**config.mk**
```make
export PLATFORM = sky130hd
export DESIGN_NAME = phyRstSeq
export DESIGN_NICKNAME = d
export VERILOG_FILES = /design/src/rtl/phyRstPkg.sv /design/src/rtl/phyRstSync.sv /design/src/rtl/phyRstHold.sv /design/src/rtl/phyRstDp.sv /design/src/rtl/phyRstCtrl.sv /design/src/rtl/phyRstSeq.sv
export SDC_FILE = /design/constraint.sdc
export NUM_CORES = 1
export LEC_CHECK = 0
export ABC_CLOCK_PERIOD_IN_PS = 1900
export BUFFER_PORTS_ARGS = -buffer_cell sky130_fd_sc_hd__clkbuf_2
export CAP_MARGIN = 0
export CORE_UTILIZATION = 51
export DETAILED_ROUTE_END_ITERATION = 8
export PLACE_DENSITY = 0.68
export SLEW_MARGIN = 20
export SYNTH_ARGS = -nofsm -noshare
export SYNTH_HDL_FRONTEND = slang
export SYNTH_SLANG_ARGS = --single-unit
```
**constraint.sdc**
```tcl
create_clock -name clk -period 1.9 [get_ports clk]
set_clock_uncertainty 0.1 [all_clocks]
set_input_delay 0.095 -clock clk [delete_from_list [all_inputs] [get_ports clk]]
set_output_delay 0.095 -clock clk [all_outputs]
set_load 0.02 [all_outputs]
```
**src/rtl/phyRstPkg.sv**
```systemverilog
package phyRstPkg;

  typedef struct packed {
    logic txAnaHold;
    logic txDigHold;
    logic rxAnaHold;
    logic rxDigHold;
  } holdReq_t;

  typedef struct packed {
    logic txAna;
    logic txDig;
    logic rxAna;
    logic rxDig;
  } rstState_t;

  // Nanoseconds to clock cycles, rounded up; optional fast-sim shrink.
  function automatic int unsigned nsToCycles(input int unsigned ns,
                                             input int unsigned mhz,
                                             input bit fast,
                                             input bit allowZero);
    longint unsigned c;
    c = (longint'(ns) * longint'(mhz) + 64'd999) / 64'd1000;
    if (fast) c = (c + 64'd63) / 64'd64;
    if (!allowZero && c == 64'd0) c = 64'd1;
    return 32'(c);
  endfunction

endpackage

```
**src/rtl/phyRstSync.sv**
```systemverilog
module phyRstSync #(
  parameter int unsigned W = 1,
  parameter bit RST_VAL = 1'b0
) (
  input  logic         clk,
  input  logic         arst,
  input  logic [W-1:0] d,
  output logic [W-1:0] q
);
  logic [W-1:0] stage1;
  logic [W-1:0] stage2;

  always_ff @(posedge clk or posedge arst) begin
    if (arst) begin
      stage1 <= {W{RST_VAL}};
      stage2 <= {W{RST_VAL}};
    end else begin
      stage1 <= d;
      stage2 <= stage1;
    end
  end

  assign q = stage2;
endmodule

```
**src/rtl/phyRstHold.sv**
```systemverilog
module phyRstHold #(
  parameter int unsigned N = 1
) (
  input  logic clk,
  input  logic arst,
  input  logic hold,
  output logic rstOut
);
  localparam int unsigned CW = (N < 2) ? 1 : $clog2(N);
  localparam logic [CW-1:0] LAST = CW'(N - 1);

  logic [CW-1:0] cnt;

  always_ff @(posedge clk or posedge arst) begin
    if (arst) begin
      rstOut <= 1'b1;
      cnt    <= '0;
    end else if (hold) begin
      rstOut <= 1'b1;
      cnt    <= '0;
    end else if (rstOut) begin
      if (cnt == LAST) rstOut <= 1'b0;
      else             cnt    <= cnt + 1'b1;
    end
  end

  // a reset only falls on an edge where its gate was clear
  assert_hold_release_R2: assert property (@(posedge clk) disable iff (arst)
    $fell(rstOut) |-> $past(!hold));
endmodule

```
**src/rtl/phyRstDp.sv**
```systemverilog
module phyRstDp import phyRstPkg::*; #(
  parameter int unsigned TX_ANA_CYC = 1,
  parameter int unsigned TX_DIG_CYC = 1,
  parameter int unsigned RX_ANA_CYC = 1,
  parameter int unsigned RX_DIG_CYC = 1,
  parameter int unsigned HYST_CYC   = 0
) (
  input  logic       clk,
  input  logic       rstS,
  input  logic       lockS,
  input  holdReq_t   req,
  output logic       lockF,
  output rstState_t  rsts
);
  localparam int unsigned CYC [4] = '{TX_ANA_CYC, TX_DIG_CYC, RX_ANA_CYC, RX_DIG_CYC};

  logic [3:0] holdV;
  logic [3:0] outV;

  assign holdV = {req.rxDigHold, req.rxAnaHold, req.txDigHold, req.txAnaHold};

  for (genvar g = 0; g < 4; g++) begin : gHold
    phyRstHold #(.N(CYC[g])) uHold (
      .clk   (clk),
      .arst  (rstS),
      .hold  (holdV[g]),
      .rstOut(outV[g])
    );
  end

  assign rsts.txAna = outV[0];
  assign rsts.txDig = outV[1];
  assign rsts.rxAna = outV[2];
  assign rsts.rxDig = outV[3];

  // Lock hysteresis: H+1 consecutive high samples, drop on first low.
  if (HYST_CYC == 0) begin : gNoHyst
    always_ff @(posedge clk or posedge rstS) begin
      if (rstS) lockF <= 1'b0;
      else      lockF <= lockS;
    end
  end else begin : gHyst
    localparam int unsigned HW = $clog2(HYST_CYC + 1);
    localparam logic [HW-1:0] HMAX = HW'(HYST_CYC);
    logic [HW-1:0] hCnt;
    always_ff @(posedge clk or posedge rstS) begin
      if (rstS) begin
        hCnt  <= '0;
        lockF <= 1'b0;
      end else if (!lockS) begin
        hCnt  <= '0;
        lockF <= 1'b0;
      end else if (hCnt == HMAX) begin
        lockF <= 1'b1;
      end else begin
        hCnt  <= hCnt + 1'b1;
      end
    end
  end

  // filtered lock only rises after a high raw sample
  assert_lock_filter_R4: assert property (@(posedge clk) disable iff (rstS)
    $rose(lockF) |-> $past(lockS));
endmodule

```
**src/rtl/phyRstCtrl.sv**
```systemverilog
module phyRstCtrl import phyRstPkg::*; #(
  parameter bit TX_AUTO      = 1'b1,
  parameter bit RX_AUTO      = 1'b1,
  parameter bit TX_BEFORE_RX = 1'b0,
  parameter bit USE_CAL_BUSY = 1'b1
) (
  input  logic      clk,
  input  logic      rstS,
  input  logic      lockF,
  input  logic      busyS,
  input  logic      cdrS,
  input  rstState_t rsts,
  output holdReq_t  req,
  output logic      txReady,
  output logic      rxReady
);
  logic busyGate;
  logic txLockGate;
  logic rxLockGate;
  logic orderGate;

  assign busyGate   = USE_CAL_BUSY & busyS;
  assign txLockGate = !lockF & (TX_AUTO | rsts.txDig);
  assign rxLockGate = !cdrS  & (RX_AUTO | rsts.rxDig);
  assign orderGate  = TX_BEFORE_RX & rsts.txDig;

  always_comb begin
    req.txAnaHold = rstS | busyGate;
    req.txDigHold = rstS | rsts.txAna | txLockGate;
    req.rxAnaHold = rstS;
    req.rxDigHold = rstS | rsts.rxAna | rxLockGate | orderGate;
  end

  assign txReady = !rsts.txAna & !rsts.txDig;
  assign rxReady = !rsts.rxAna & !rsts.rxDig;

  // TX digital release needs analog released and filtered lock
  assert_txdig_gated_R5: assert property (@(posedge clk) disable iff (rstS)
    $fell(rsts.txDig) |-> $past(!rsts.txAna && lockF));

  // RX digital release needs analog released and data lock
  assert_rxdig_gated_R8: assert property (@(posedge clk) disable iff (rstS)
    $fell(rsts.rxDig) |-> $past(!rsts.rxAna && cdrS));

  if (TX_BEFORE_RX) begin : gOrderChk
    // RX digital never releases while TX digital is held
    assert_rx_after_tx_R10: assert property (@(posedge clk) disable iff (rstS)
      $fell(rsts.rxDig) |-> $past(!rsts.txDig));
  end

  if (!TX_AUTO) begin : gTxManChk
    // manual mode, lock loss cannot re-arm TX digital
    assert_tx_manual_R6: assert property (@(posedge clk) disable iff (rstS)
      (!rsts.txDig && !rsts.txAna) |=> !rsts.txDig);
  end

  if (!RX_AUTO) begin : gRxManChk
    // manual mode, data-lock loss cannot re-arm RX digital
    assert_rx_manual_R9: assert property (@(posedge clk) disable iff (rstS)
      (!rsts.rxDig && !rsts.rxAna && !(TX_BEFORE_RX && rsts.txDig)) |=> !rsts.rxDig);
  end

  if (!USE_CAL_BUSY) begin : gBusyChk
    // busy disabled, TX analog stays released
    assert_busy_ignored_R3: assert property (@(posedge clk) disable iff (rstS)
      !rsts.txAna |=> !rsts.txAna);
  end
endmodule

```
**src/rtl/phyRstSeq.sv**
```systemverilog
module phyRstSeq import phyRstPkg::*; #(
  parameter int unsigned CLK_MHZ      = 250,
  parameter int unsigned TX_ANA_NS    = 70,
  parameter int unsigned TX_DIG_NS    = 70,
  parameter int unsigned RX_ANA_NS    = 40,
  parameter int unsigned RX_DIG_NS    = 5000,
  parameter int unsigned LOCK_HYST_NS = 1000,
  parameter bit          TX_AUTO      = 1'b1,
  parameter bit          RX_AUTO      = 1'b1,
  parameter bit          TX_BEFORE_RX = 1'b0,
  parameter bit          USE_CAL_BUSY = 1'b1,
  parameter bit          FAST_SIM     = 1'b0
) (
  input  logic clk,
  input  logic rstIn,
  input  logic pllLocked,
  input  logic calBusy,
  input  logic cdrLocked,
  output logic txAnaRst,
  output logic txDigRst,
  output logic rxAnaRst,
  output logic rxDigRst,
  output logic txReady,
  output logic rxReady
);
  localparam int unsigned TX_ANA_CYC = nsToCycles(TX_ANA_NS, CLK_MHZ, FAST_SIM, 1'b0);
  localparam int unsigned TX_DIG_CYC = nsToCycles(TX_DIG_NS, CLK_MHZ, FAST_SIM, 1'b0);
  localparam int unsigned RX_ANA_CYC = nsToCycles(RX_ANA_NS, CLK_MHZ, FAST_SIM, 1'b0);
  localparam int unsigned RX_DIG_CYC = nsToCycles(RX_DIG_NS, CLK_MHZ, FAST_SIM, 1'b0);
  localparam int unsigned HYST_CYC   = nsToCycles(LOCK_HYST_NS, CLK_MHZ, FAST_SIM, 1'b1);

  logic       rstS;
  logic [2:0] statS;
  logic       lockF;
  holdReq_t   req;
  rstState_t  rsts;

  phyRstSync #(.W(1), .RST_VAL(1'b1)) uRstSync (
    .clk (clk),
    .arst(rstIn),
    .d   (1'b0),
    .q   (rstS)
  );

  phyRstSync #(.W(3), .RST_VAL(1'b0)) uStatSync (
    .clk (clk),
    .arst(1'b0),
    .d   ({cdrLocked, calBusy, pllLocked}),
    .q   (statS)
  );

  phyRstDp #(
    .TX_ANA_CYC(TX_ANA_CYC),
    .TX_DIG_CYC(TX_DIG_CYC),
    .RX_ANA_CYC(RX_ANA_CYC),
    .RX_DIG_CYC(RX_DIG_CYC),
    .HYST_CYC  (HYST_CYC)
  ) uDp (
    .clk  (clk),
    .rstS (rstS),
    .lockS(statS[0]),
    .req  (req),
    .lockF(lockF),
    .rsts (rsts)
  );

  phyRstCtrl #(
    .TX_AUTO     (TX_AUTO),
    .RX_AUTO     (RX_AUTO),
    .TX_BEFORE_RX(TX_BEFORE_RX),
    .USE_CAL_BUSY(USE_CAL_BUSY)
  ) uCtrl (
    .clk    (clk),
    .rstS   (rstS),
    .lockF  (lockF),
    .busyS  (statS[1]),
    .cdrS   (statS[2]),
    .rsts   (rsts),
    .req    (req),
    .txReady(txReady),
    .rxReady(rxReady)
  );

  assign txAnaRst = rsts.txAna;
  assign txDigRst = rsts.txDig;
  assign rxAnaRst = rsts.rxAna;
  assign rxDigRst = rsts.rxDig;
endmodule

```
### Word-level counts from Yosys, hierarchy flattened

Cells that the tools add are included.

* add/sub/neg operators: 5
* $mul: 0
* divide/modulo/power cells: 0
* order comparisons: 0
* eq/ne operators: 11
* shifts and indexed selects: 0
* mux-type cells: 28
* bitwise logic cells: 7
* reductions and logical operators: 14

Operators by type and width (number)
* two-way mux 11 bit: 3
* two-way mux 5 bit: 6
* two-way mux 8 bit: 2
* two-way mux 1 bit: 14
* two-way mux 4 bit: 3
* adder 11 x 1 -> 11 bit (second input constant): 1
* == test 11 bit (second input constant): 1
* adder 5 x 1 -> 5 bit (second input constant): 2
* == test 5 bit (second input constant): 2
* != test 2 bit (second input constant): 5
* adder 8 x 1 -> 8 bit (second input constant): 1
* == test 8 bit (second input constant): 1
* AND reduction 2 bit: 4
* nonzero test 2 bit: 4
* zero test 1 bit: 6
* OR 1 bit: 5
* adder 4 x 1 -> 4 bit (second input constant): 1
* == test 4 bit (second input constant): 1
* bitwise AND 1 bit: 2
* != test 2 x 1 -> 1 bit (second input constant): 1

* bits in registers: 46
* latch bits: 0
* bits in writable memories: 0
* ROM bits: 0
* input port bits: 5
* output and inout port bits: 6
* word-level logic and storage cells: 79
* memories kept: 0

### Depth between registers and ports, before layout

Gate-level depths: netlist of the first run.

* word-level depth: 4
* depth in mapped cells: 5
* gate-level depth less buffers: 5

### By module

A second synthesis of the first run with hierarchy kept.

* cells, all modules: 216
* area total of the unflattened synthesis: 2333.5 um2

By module, submodules not included
* phyRstHold (uDp.gHold[3].uHold): times used 1, cells each 71, area an instance 696.9 um2
* phyRstHold (uDp.gHold[0].uHold ...): times used 2, cells each 29, area an instance 327.8 um2
* phyRstDp: times used 1, cells each 45, area an instance 456.7 um2
* phyRstHold (uDp.gHold[2].uHold): times used 1, cells each 25, area an instance 271.5 um2
* phyRstSync (uStatSync): times used 1, cells each 7, area an instance 153.9 um2
* phyRstSync (uRstSync): times used 1, cells each 3, area an instance 56.3 um2
* phyRstCtrl: times used 1, cells each 6, area an instance 38.8 um2
* phyRstSeq: times used 1, cells each 1, area an instance 3.8 um2

### Worst setup path after synthesis of the first run

OpenSTA, ideal clock, no wires.

* path type: register to register
* start point: register uRstSync.stage2, in the netlist uRstSync.q
* end point: register uDp.gHold[3].uHold.cnt[1]
* library setup time: 102 ps
* arrival: 2058 ps
* slack: -359 ps
* cell stages (with the launch flop): 5
* cells stage by stage: dfstp_2 -> clkbuf_1 -> inv_1 -> nand3_1 -> a211oi_1

* word-level cells in the longest chain between the ends: 4

Ends and longest elaborated chain
* start: declaration: RTL line phyRstSync.sv:11 `logic [W-1:0] stage2;`
* start signal: assignment: RTL line phyRstSync.sv:16 `stage2 <= {W{RST_VAL}};`
* start signal: assignment: RTL line phyRstSync.sv:19 `stage2 <= stage1;`
* OR 1 bit * (2 in series): RTL line phyRstCtrl.sv:31 `req.rxDigHold = rstS | rsts.rxAna | rxLockGate | orderGate;`
* != test 2 bit (no line) / nonzero test 2 bit (equally long branches)
* AND reduction 2 bit (no line)
* end signal: assignment: RTL line phyRstHold.sv:23 `else cnt <= cnt + 1'b1;`
* end: declaration: RTL line phyRstHold.sv:12 `logic [CW-1:0] cnt;`

Mark *: on every way between the ends. The rest lies on a longest branch, timed or not.
A chain may end at the register's enable or synchronous reset.

### Final worst setup path of the first run

* start point: register uDp.gHold[3].uHold.rstOut
* end point: register uDp.gHold[3].uHold.cnt[7]

* word-level cells in the longest chain between the ends: 2

Ends and longest elaborated chain
* start: declaration: RTL line phyRstHold.sv:7 `output logic rstOut`
* start signal: assignment: RTL line phyRstHold.sv:16 `rstOut <= 1'b1;`
* start signal: assignment: RTL line phyRstHold.sv:19 `rstOut <= 1'b1;`
* start signal: assignment: RTL line phyRstHold.sv:22 `if (cnt == LAST) rstOut <= 1'b0;`
* nonzero test 2 bit (no line)
* AND reduction 2 bit (no line)

Every way passes these cells.

==> results_dict.tcl, run 1 <==
set metrics [dict create \
    io_pins 11 \
    io_buffers 10 \
    path_cells "nand4_2, or4_1, a21oi_1" \
    cap_violations 0 \
    drcViolationCount 0 \
    synth_nets 221 \
    path_class "reg2reg" \
    cts_root_buffer "clkbuf_8" \
    crit_required_ns 2.03 \
    die_w_um 66.66 \
    post-dp-hpwl_um 2839 \
    cts_buffers 5 \
    synth-edff-count 0 \
    fin_crit_ns 1.654 \
    cp-endpoint "uDp.gHold[3].uHold.cnt[7]$_DFFE_PP0P_" \
    reg2reg_slack_ns 0.25 \
    p_leak_nw 1.003 \
    final_common_cell "dfrtp_1" \
    clock_path_buffers 2 \
    wl_per_cell_um 14.18 \
    hold_class "reg2async" \
    diodes 0 \
    tritoncts "done" \
    post_cts_resized 0 \
    crit_path_start "uDp.gHold[3].uHold.rstOut$_DFF_PP1_" \
    setup_violations 0 \
    grt_antenna_before_repair 0 \
    tightest_slew_ns 0.4876 \
    synth-seq-area-share 0.5293 \
    path_buf_inv 0 \
    crit_slowest_cell "dfstp_2" \
    viasPerCell 5.740 \
    critPathArrivalTime_ns 1.79 \
    reg2reg_to "uDp.gHold[3].uHold.cnt[7]$_DFFE_PP0P_" \
    clk_pin_slew_worst_paths_ns 0.09 \
    hold_viol 0 \
    fin_area_sq_um 2399 \
    fin_hold_ws_ns 0.1861 \
    die-area_sq_um 4443 \
    slew_violations 0 \
    initial_core_util 0.5330 \
    reg2reg_from "uDp.gHold[3].uHold.rstOut$_DFF_PP1_" \
    place_congestion 0.7771 \
    finalCritPeriodShare 0.8706 \
    finalSetupTns_ns 0 \
    synthCells 206 \
    drive_above_1_share 0.1410 \
    async_reset_ff_frac 0.8696 \
    path_depth 3 \
    placed_cell_area_sq_um 2263 \
    end_kind "register" \
    num_rows 23 \
    max-slew-margin-rel 0.6705 \
    numClockSinks 46 \
    ff2ff_path_depth 3 \
    ys.flop_type "dfrtp_1" \
    vdd_drop_max_uv 447.3 \
    ys_warn_count 0 \
    drtPass1Iterations 4 \
    globalRoute.totalOverflow 0 \
    final_cell_mix "34 x dfrtp_1, 19 x a21oi_1, 14 x o21ai_0, 13 x nor2_1, 12 x inv_1" \
    crit_fanout 8 \
    drt_iter0_drc 127 \
    cts-htree-levels 2 \
    routed_wl_um 3929 \
    power_w 0.001724 \
    power_density_nw_per_um2 718.8 \
    grt_usage 0.2064 \
    rsz0062_at_grt "no" \
    yosysUniqueCellTypes 41 \
    grt_pass1_vias 1590 \
    synth.avg_cell_area_sq_um 10.35 \
    cp-start-kind "register" \
    clock_latency_ns 0.30 \
    grt_max_degree 18 \
    die_y_um 66.66 \
    ys_ff_latch 46 \
    max_stage_delay_ns 0.61 \
    syn_to_final_growth_pct 12.50 \
    ant_nets 0 \
    grt_first_pass_wirelength_um 6796 \
    cp_top_family "simple AND/OR/NAND/NOR gates" \
    max_freq_mhz 604.5 \
    syn_area_sq_um 2132 \
    outcome "finished clean" \
    nets 241 \
    vias 1590 \
    core-area_sq_um 4000 \
]
area by class of cell:
cell class / count / area, sq um
Multi-Input combinational cell: 142 / 947.2
Inverter: 15 / 60.06
Timing Repair Buffer: 16 / 105.1
Fill cell: 339 / 1602
Tap cell: 50 / 62.56
Clock buffer: 5 / 68.82
Clock inverter: 3 / 26.28
Sequential cell: 46 / 1129
flip-flops by register name, summed over array words and instances, names as in the netlist:
name / flops
uDp.gHyst.hCnt: 8
uStatSync.q: 3
uRstSync.q: 1
uDp.lockF: 1
uDp.gHold.uHold.cnt: 25
uStatSync.stage1: 3
uRstSync.stage1: 1
uDp.gHold.uHold.rstOut: 4
cells by family (layout without fill, tap and decap cells):
kind of cell               after synthesis  after routing  synth area share
xor gates and xnor gates                10             10           0.04108
and+or+nand+nor                         73             73            0.2019
AOI/OAI and AO/OA                       47             47            0.1303
buffers and inverters                   18             39           0.03228
muxes                                    1              1          0.004695
adders and majority gates               10             10           0.05869
other                                    1              1          0.001759
DFF                                     46             46            0.5293
power breakdown:
group          switching [W]   total, W  internal, W  leakage, nW
sequential         0.0000215    0.00102      0.00100        0.583
combinational      0.0000393  0.0000705    0.0000312        0.371
clock               0.000359   0.000632     0.000273       0.0495
total               0.000420    0.00172      0.00130         1.00
worst min-delay path by stage:
| stage | from | cells after the start | endpoint | slack [ns] |
|---|---|---|---|---|
| after global placement | rstIn | 2 | uRstSync.q$_DFF_PP1_ | -0.001 |
| final | uRstSync.q$_DFF_PP1_ | 1 | uDp.gHold[2].uHold.cnt[2]$_DFFE_PP0P_ | 0.19 |
| after floorplan | rstIn | 1 | uRstSync.q$_DFF_PP1_ | -0.09 |
| after detailed placement | rstIn | 2 | uRstSync.q$_DFF_PP1_ | 0.006 |
| after CTS | uRstSync.q$_DFF_PP1_ | 1 | uDp.gHold[2].uHold.cnt[2]$_DFFE_PP0P_ | 0.19 |
| after global routing | uRstSync.q$_DFF_PP1_ | 1 | uDp.gHold[2].uHold.cnt[2]$_DFFE_PP0P_ | 0.21 |
synthesized netlist by cell type, types with 6 or more instances:
cell type  instances  area share
xor2_1             9       0.037
or3_1              8       0.023
nand3_1            6       0.014
inv_1             13       0.023
nor2_1            13       0.023
dfxtp_1            6       0.056
ha_1              10       0.059
or4_1              7       0.025
nand4_1            9       0.026
o21ai_0           14       0.033
nand2_1           11       0.019
a21oi_1           19       0.045
dfstp_2            6       0.074
dfrtp_1           34        0.40
routing by layer:
metal / share of wire / GRT usage / up-vias
met2: 0.49 / 0.3384 / 30
met4: 0.018 / 0.09574 / 0
met3: 0.039 / 0.06849 / 8
met1: 0.45 / 0.2420 / 771
li1: - / - / 781
met5: 0 / 0 / -
metrics by stage:
step,util,setup WS [ns],cells
after floorplan,-,0.01670,206
after CTS,0.5996,0.2519,277
after global placement,0.5658,0.3267,265
final,0.5996,0.2459,277
after detailed placement,0.5658,0.2714,265
after global routing,0.5996,0.1047,277
what timing repair did:
action / CTS / global route
buffers inserted: 0 / 0
endpoints found under the setup margin: 0 / 0
endpoints found under the hold margin: 5 / 0
hold buffers: 4 / 0
(Power assumes the default switching activity.)
==> run 2, diff against run 1 <==
--- a/config.mk
+++ b/config.mk
@@ -9,6 +9,7 @@
 export BUFFER_PORTS_ARGS = -buffer_cell sky130_fd_sc_hd__clkbuf_2
 export CAP_MARGIN = 0
 export CORE_UTILIZATION = 51
+export CTS_BUF_LIST = sky130_fd_sc_hd__clkbuf_16
 export DETAILED_ROUTE_END_ITERATION = 8
 export PLACE_DENSITY = 0.68
 export SLEW_MARGIN = 20
==> results_dict.tcl, run 2 (same netlist as run 1, synthesis figures left out) <==
set metrics [dict create \
    outcome "finished clean" \
    rsz0062_at_grt "no" \
    post_cts_buffers 0 \
    wl_per_cell_um 14.33 \
    grt_antenna_before_repair 0 \
    diodes 0 \
    clk_pin_slew_worst_paths_ns 0.06 \
    fin_hold_ws_ns 0.1864 \
    io_buffers 10 \
    top_register "uDp.gHold.uHold.cnt" \
    grt_max_degree 18 \
    drcViolationCount 0 \
    path_buf_inv 0 \
    io_pins 11 \
    max_freq_mhz 605.5 \
    tritoncts "done" \
    nets 241 \
    globalRoute.totalOverflow 0 \
    regArea_sq_um 1129 \
    path_class "reg2reg" \
    finalCritPeriodShare 0.8692 \
    crit_fanout 8 \
    hold_viol 0 \
    cp_top_family "simple AND/OR/NAND/NOR gates" \
    setup_violations 0 \
    cts_buffers 5 \
    postCtsHoldBufs 4 \
    vdd_drop_max_uv 535.0 \
    fin_crit_ns 1.652 \
    viasPerCell 5.769 \
    largest_register_ffs 25 \
    final_cell_mix "34 x dfrtp_1, 19 x a21oi_1, 14 x o21ai_0, 13 x nor2_1, 12 x inv_1" \
    final_common_cell "dfrtp_1" \
    die-area_sq_um 4443 \
    max-slew-margin-rel 0.6665 \
    fin_util 0.6137 \
    crit_required_ns 2.01 \
    p_leak_nw 1.029 \
    power_density_nw_per_um2 804.8 \
    clock_latency_ns 0.28 \
    core-area_sq_um 4000 \
    slew_violations 0 \
    place_congestion 0.7771 \
    cts-htree-levels 2 \
    grt_first_pass_wirelength_um 6844 \
    end_kind "register" \
    initial_core_util 0.5330 \
    critPathArrivalTime_ns 1.76 \
    max_stage_delay_ns 0.61 \
    drtPass1Iterations 4 \
    tightest_slew_ns 0.4936 \
    die_w_um 66.66 \
    path_cells "nand4_2, or4_1, a21oi_1" \
    crit_slowest_cell "dfstp_2" \
    finalSetupTns_ns 0 \
    drt_iter0_drc 89 \
    post-dp-hpwl_um 2839 \
    grt_pass1_vias 1608 \
    ant_nets 0 \
    largestRegisters "uDp.gHold.uHold.cnt (25), uDp.gHyst.hCnt (8), uDp.gHold.uHold.rstOut (4)" \
    clock_path_buffers 2 \
    cts_root_buffer "clkbuf_16" \
    syn_to_final_growth_pct 15.14 \
    vias 1598 \
    multi_input_area_sq_um 947.2 \
    grt_usage 0.2052 \
    numClockSinks 46 \
    n_fill_cell 330 \
    cp-start-kind "register" \
    routed_wl_um 3969 \
    cap_violations 0 \
    drive_above_1_share 0.1410 \
    post_cts_resized 0 \
    die_y_um 66.66 \
    num_rows 23 \
    hold_class "reg2async" \
]
## run 2: cell counts in the layout (fill, tap and decap cells not counted)
Identical to the previous run, type by type.
## run 2: stage by stage
| stage | area, sq um | instances | power [W] | setup slack [ns] |
|---|---|---|---|---|
| floorplan | 2150 | 206 | 0.001081 | 0.01670 |
| global placement | 2263 | 265 | 0.001098 | 0.3267 |
| detailed placement | 2263 | 265 | 0.001106 | 0.2714 |
| CTS | 2455 | 277 | 0.002004 | 0.2572 |
| global route | 2455 | 277 | 0.002059 | 0.1157 |
| finish | 2455 | 277 | 0.001976 | 0.2484 |
## run 2: power breakdown
part / switching, W / internal [W] / total, W
registers: 0.0000216 / 0.00100 / 0.00102
logic: 0.0000400 / 0.0000311 / 0.0000711
clock network: 0.000381 / 0.000501 / 0.000882
total: 0.000442 / 0.00153 / 0.00198
## run 2: worst register-to-register path, delay by kind of cell, from the launching register on
family	cells	cell delay (ns)
AOI/OAI and AO/OA	1	0.15
DFF	1	0.61
and+or+nand+nor	2	0.72
## run 2: per-layer routing
| metal | global-route usage | routed length (um) |
|---|---|---|
| met1 | 0.2451 | 1754 |
| met3 | 0.04966 | 155 |
| met4 | 0.1011 | 62 |
| met5 | 0 | 0 |
| met2 | 0.3422 | 1996 |
## run 2: final cells by class
type | count | share of cell area
inverters | 15 | 0.02446
multi-input cells | 142 | 0.3858
clock inverters | 3 | 0.01070
flip-flops and latches | 46 | 0.4597
clock buffers | 5 | 0.05097
repair buffers | 16 | 0.04281
well taps | 50 | 0.02548
## run 2: path summary, 6_finish.rpt
check / startpoint / endpoint / slack [ns] / cells after the start
worst max-delay path: uDp.gHold[3].uHold.rstOut$_DFF_PP1_ / uDp.gHold[3].uHold.cnt[7]$_DFFE_PP0P_ / 0.25 / 3
worst min-delay path: uRstSync.q$_DFF_PP1_ / uDp.gHold[2].uHold.cnt[2]$_DFFE_PP0P_ / 0.19 / 1
worst max register to register: uDp.gHold[3].uHold.rstOut$_DFF_PP1_ / uDp.gHold[3].uHold.cnt[7]$_DFFE_PP0P_ / 0.25 / 3
worst min register to register: uRstSync.q$_DFF_PP1_ / uDp.gHold[2].uHold.cnt[2]$_DFFE_PP0P_ / 0.19 / 1
max in group asynchronous: uRstSync.q$_DFF_PP1_ / uDp.gHold[3].uHold.rstOut$_DFF_PP1_ / 0.96 / 2
min in group clk: uStatSync.stage1[2]$_DFF_P_ / uStatSync.q[2]$_DFF_P_ / 0.23 / 0
==> run 3, diff against run 2 <==
--- a/config.mk
+++ b/config.mk
@@ -8,10 +8,9 @@
 export ABC_CLOCK_PERIOD_IN_PS = 1900
 export BUFFER_PORTS_ARGS = -buffer_cell sky130_fd_sc_hd__clkbuf_2
 export CAP_MARGIN = 0
-export CORE_UTILIZATION = 51
+export CORE_UTILIZATION = 35
 export CTS_BUF_LIST = sky130_fd_sc_hd__clkbuf_16
 export DETAILED_ROUTE_END_ITERATION = 8
-export PLACE_DENSITY = 0.68
 export SLEW_MARGIN = 20
 export SYNTH_ARGS = -nofsm -noshare
 export SYNTH_HDL_FRONTEND = slang
==> results_dict.tcl, run 3 (same netlist as run 1, synthesis figures left out) <==
set metrics [dict create \
    outcome "finished with violations" \
    failed_checks "DRC" \
    cts_buffers 5 \
    clock_latency_ns 0.29 \
    power_density_nw_per_um2 788.8 \
    max_stage_delay_ns 0.60 \
    crit_fanout 8 \
    cp-start-kind "register" \
    reg2reg_slack_ns 0.23 \
    critPathArrivalTime_ns 1.78 \
    drt_iter0_drc 141 \
    vdd_drop_max_uv 355.0 \
    finalCritPeriodShare 0.8766 \
    grt_max_degree 34 \
    reg2reg_from "uDp.gHold[3].uHold.rstOut$_DFF_PP1_" \
    final_common_cell "dfrtp_1" \
    grt_usage 0.1359 \
    pre_cts_slack_ns 0.2587 \
    crit_required_ns 2.01 \
    path_cells "nand4_2, or4_1, a21oi_1" \
    reg2reg_to "uDp.gHold[3].uHold.cnt[9]$_DFFE_PP0P_" \
    regArea_sq_um 1129 \
    initial_core_util 0.3622 \
    fin_crit_ns 1.665 \
    core-area_sq_um 5886 \
    die_w_um 80.05 \
    ant_nets 0 \
    postCtsHoldBufs 4 \
    grt_first_pass_wirelength_um 6713 \
    num_rows 28 \
    drcViolationCount 1 \
    max_freq_mhz 600.4 \
    nets 240 \
    p_leak_nw 1.018 \
    grt_antenna_before_repair 0 \
    wl_per_cell_um 12.68 \
    hold_viol 0 \
    multi_input_area_sq_um 947.2 \
    end_kind "register" \
    setup_slack_ns 0.2345 \
    place_congestion 0.7622 \
    path_class "reg2reg" \
    io_pins 11 \
    routed_wl_um 3816 \
    die_y_um 80.05 \
    largestRegisters "uDp.gHold.uHold.cnt (25), uDp.gHyst.hCnt (8), uDp.gHold.uHold.rstOut (4)" \
    diodes 0 \
    ff2ff_path_depth 3 \
    path_buf_inv 0 \
    cts_root_buffer "clkbuf_16" \
    tritoncts "done" \
    globalRoute.totalOverflow 0 \
    largest_register_ffs 25 \
    n_fill_cell 562 \
    rsz0062_at_grt "no" \
    slew_violations 0 \
    drive_above_1_share 0.1372 \
    syn_to_final_growth_pct 16.02 \
    post_cts_resized 0 \
    post_cts_buffers 0 \
    post-dp-hpwl_um 2595 \
    drtPass1Iterations 6 \
    tightest_slew_ns 0.5553 \
    die-area_sq_um 6408 \
    viasPerCell 5.259 \
    grt_pass1_vias 1480 \
    finalSetupTns_ns 0 \
    clock_path_buffers 2 \
    cp_top_family "simple AND/OR/NAND/NOR gates" \
    crit_slowest_cell "dfstp_2" \
    clk_pin_slew_worst_paths_ns 0.06 \
    io_buffers 10 \
    max-slew-margin-rel 0.6248 \
    final_cell_mix "34 x dfrtp_1, 19 x a21oi_1, 14 x o21ai_0, 13 x nor2_1, 12 x inv_1" \
    cts-htree-levels 2 \
    vias 1583 \
    setup_violations 0 \
    hold_class "reg2async" \
    numClockSinks 46 \
    cap_violations 0 \
    top_register "uDp.gHold.uHold.cnt" \
]
## run 3: cell count changes in the layout (fill, tap and decap cells not counted), sizes merged
cell,previous run,this run
clkinvlp,1,2
buf,2,1
clkinv,0,2
inv,17,14
## run 3: through the flow
stage | instance area, sq um | total power [W] | util | cells | hold slack [ns]
2_1_floorplan | 2150 | 0.001081 | - | 206 | -0.09350
5_1_grt | 2474 | 0.002032 | 0.4203 | 301 | 0.1830
3_5_place_dp | 2287 | 0.001105 | 0.3886 | 289 | 0.01192
6_report | 2474 | 0.001951 | 0.4203 | 301 | 0.1573
4_1_cts | 2474 | 0.001981 | 0.4203 | 301 | 0.1698
3_3_place_gp | 2287 | 0.001102 | 0.3886 | 289 | 0.001241
## run 3: cell type report
| class | count | share of cell area |
|---|---|---|
| Tap cell | 75 | 0.03794 |
| Clock buffer | 5 | 0.05058 |
| Multi-Input combinational cell | 142 | 0.3829 |
| Inverter | 15 | 0.02428 |
| Clock inverter | 3 | 0.008599 |
| Timing Repair Buffer | 15 | 0.03945 |
| Sequential cell | 46 | 0.4562 |
## run 3: where the power goes
part / switching (W) / leakage (nW) / total, W / internal, W
clock network: 0.000373 / 0.0698 / 0.000860 / 0.000487
registers: 0.0000219 / 0.583 / 0.00102 / 0.00100
logic: 0.0000382 / 0.366 / 0.0000680 / 0.0000298
total: 0.000433 / 1.02 / 0.00195 / 0.00152
## run 3: worst max path at each step
stage,from,end,cells past startpoint
2_1_floorplan,uRstSync.q$_DFF_PP1_,uDp.gHold[3].uHold.cnt[3]$_DFFE_PP0P_,4
3_3_place_gp,uDp.gHold[3].uHold.rstOut$_DFF_PP1_,uDp.gHold[3].uHold.cnt[7]$_DFFE_PP0P_,3
3_5_place_dp,uDp.gHold[3].uHold.rstOut$_DFF_PP1_,uDp.gHold[3].uHold.cnt[7]$_DFFE_PP0P_,3
4_1_cts,uDp.gHold[3].uHold.rstOut$_DFF_PP1_,uDp.gHold[3].uHold.cnt[9]$_DFFE_PP0P_,3
5_1_grt,uDp.gHold[1].uHold.cnt[1]$_DFFE_PP0P_,uDp.gHold[1].uHold.cnt[0]$_DFFE_PP0P_,5
6_report,uDp.gHold[3].uHold.rstOut$_DFF_PP1_,uDp.gHold[3].uHold.cnt[9]$_DFFE_PP0P_,3
## run 3: metal layers
| metal | part of all wire | GRT usage |
|---|---|---|
| met5 | 0 | 0 |
| met4 | 0.012 | 0.05893 |
| met3 | 0.034 | 0.03409 |
| met2 | 0.44 | 0.2085 |
| met1 | 0.51 | 0.1805 |
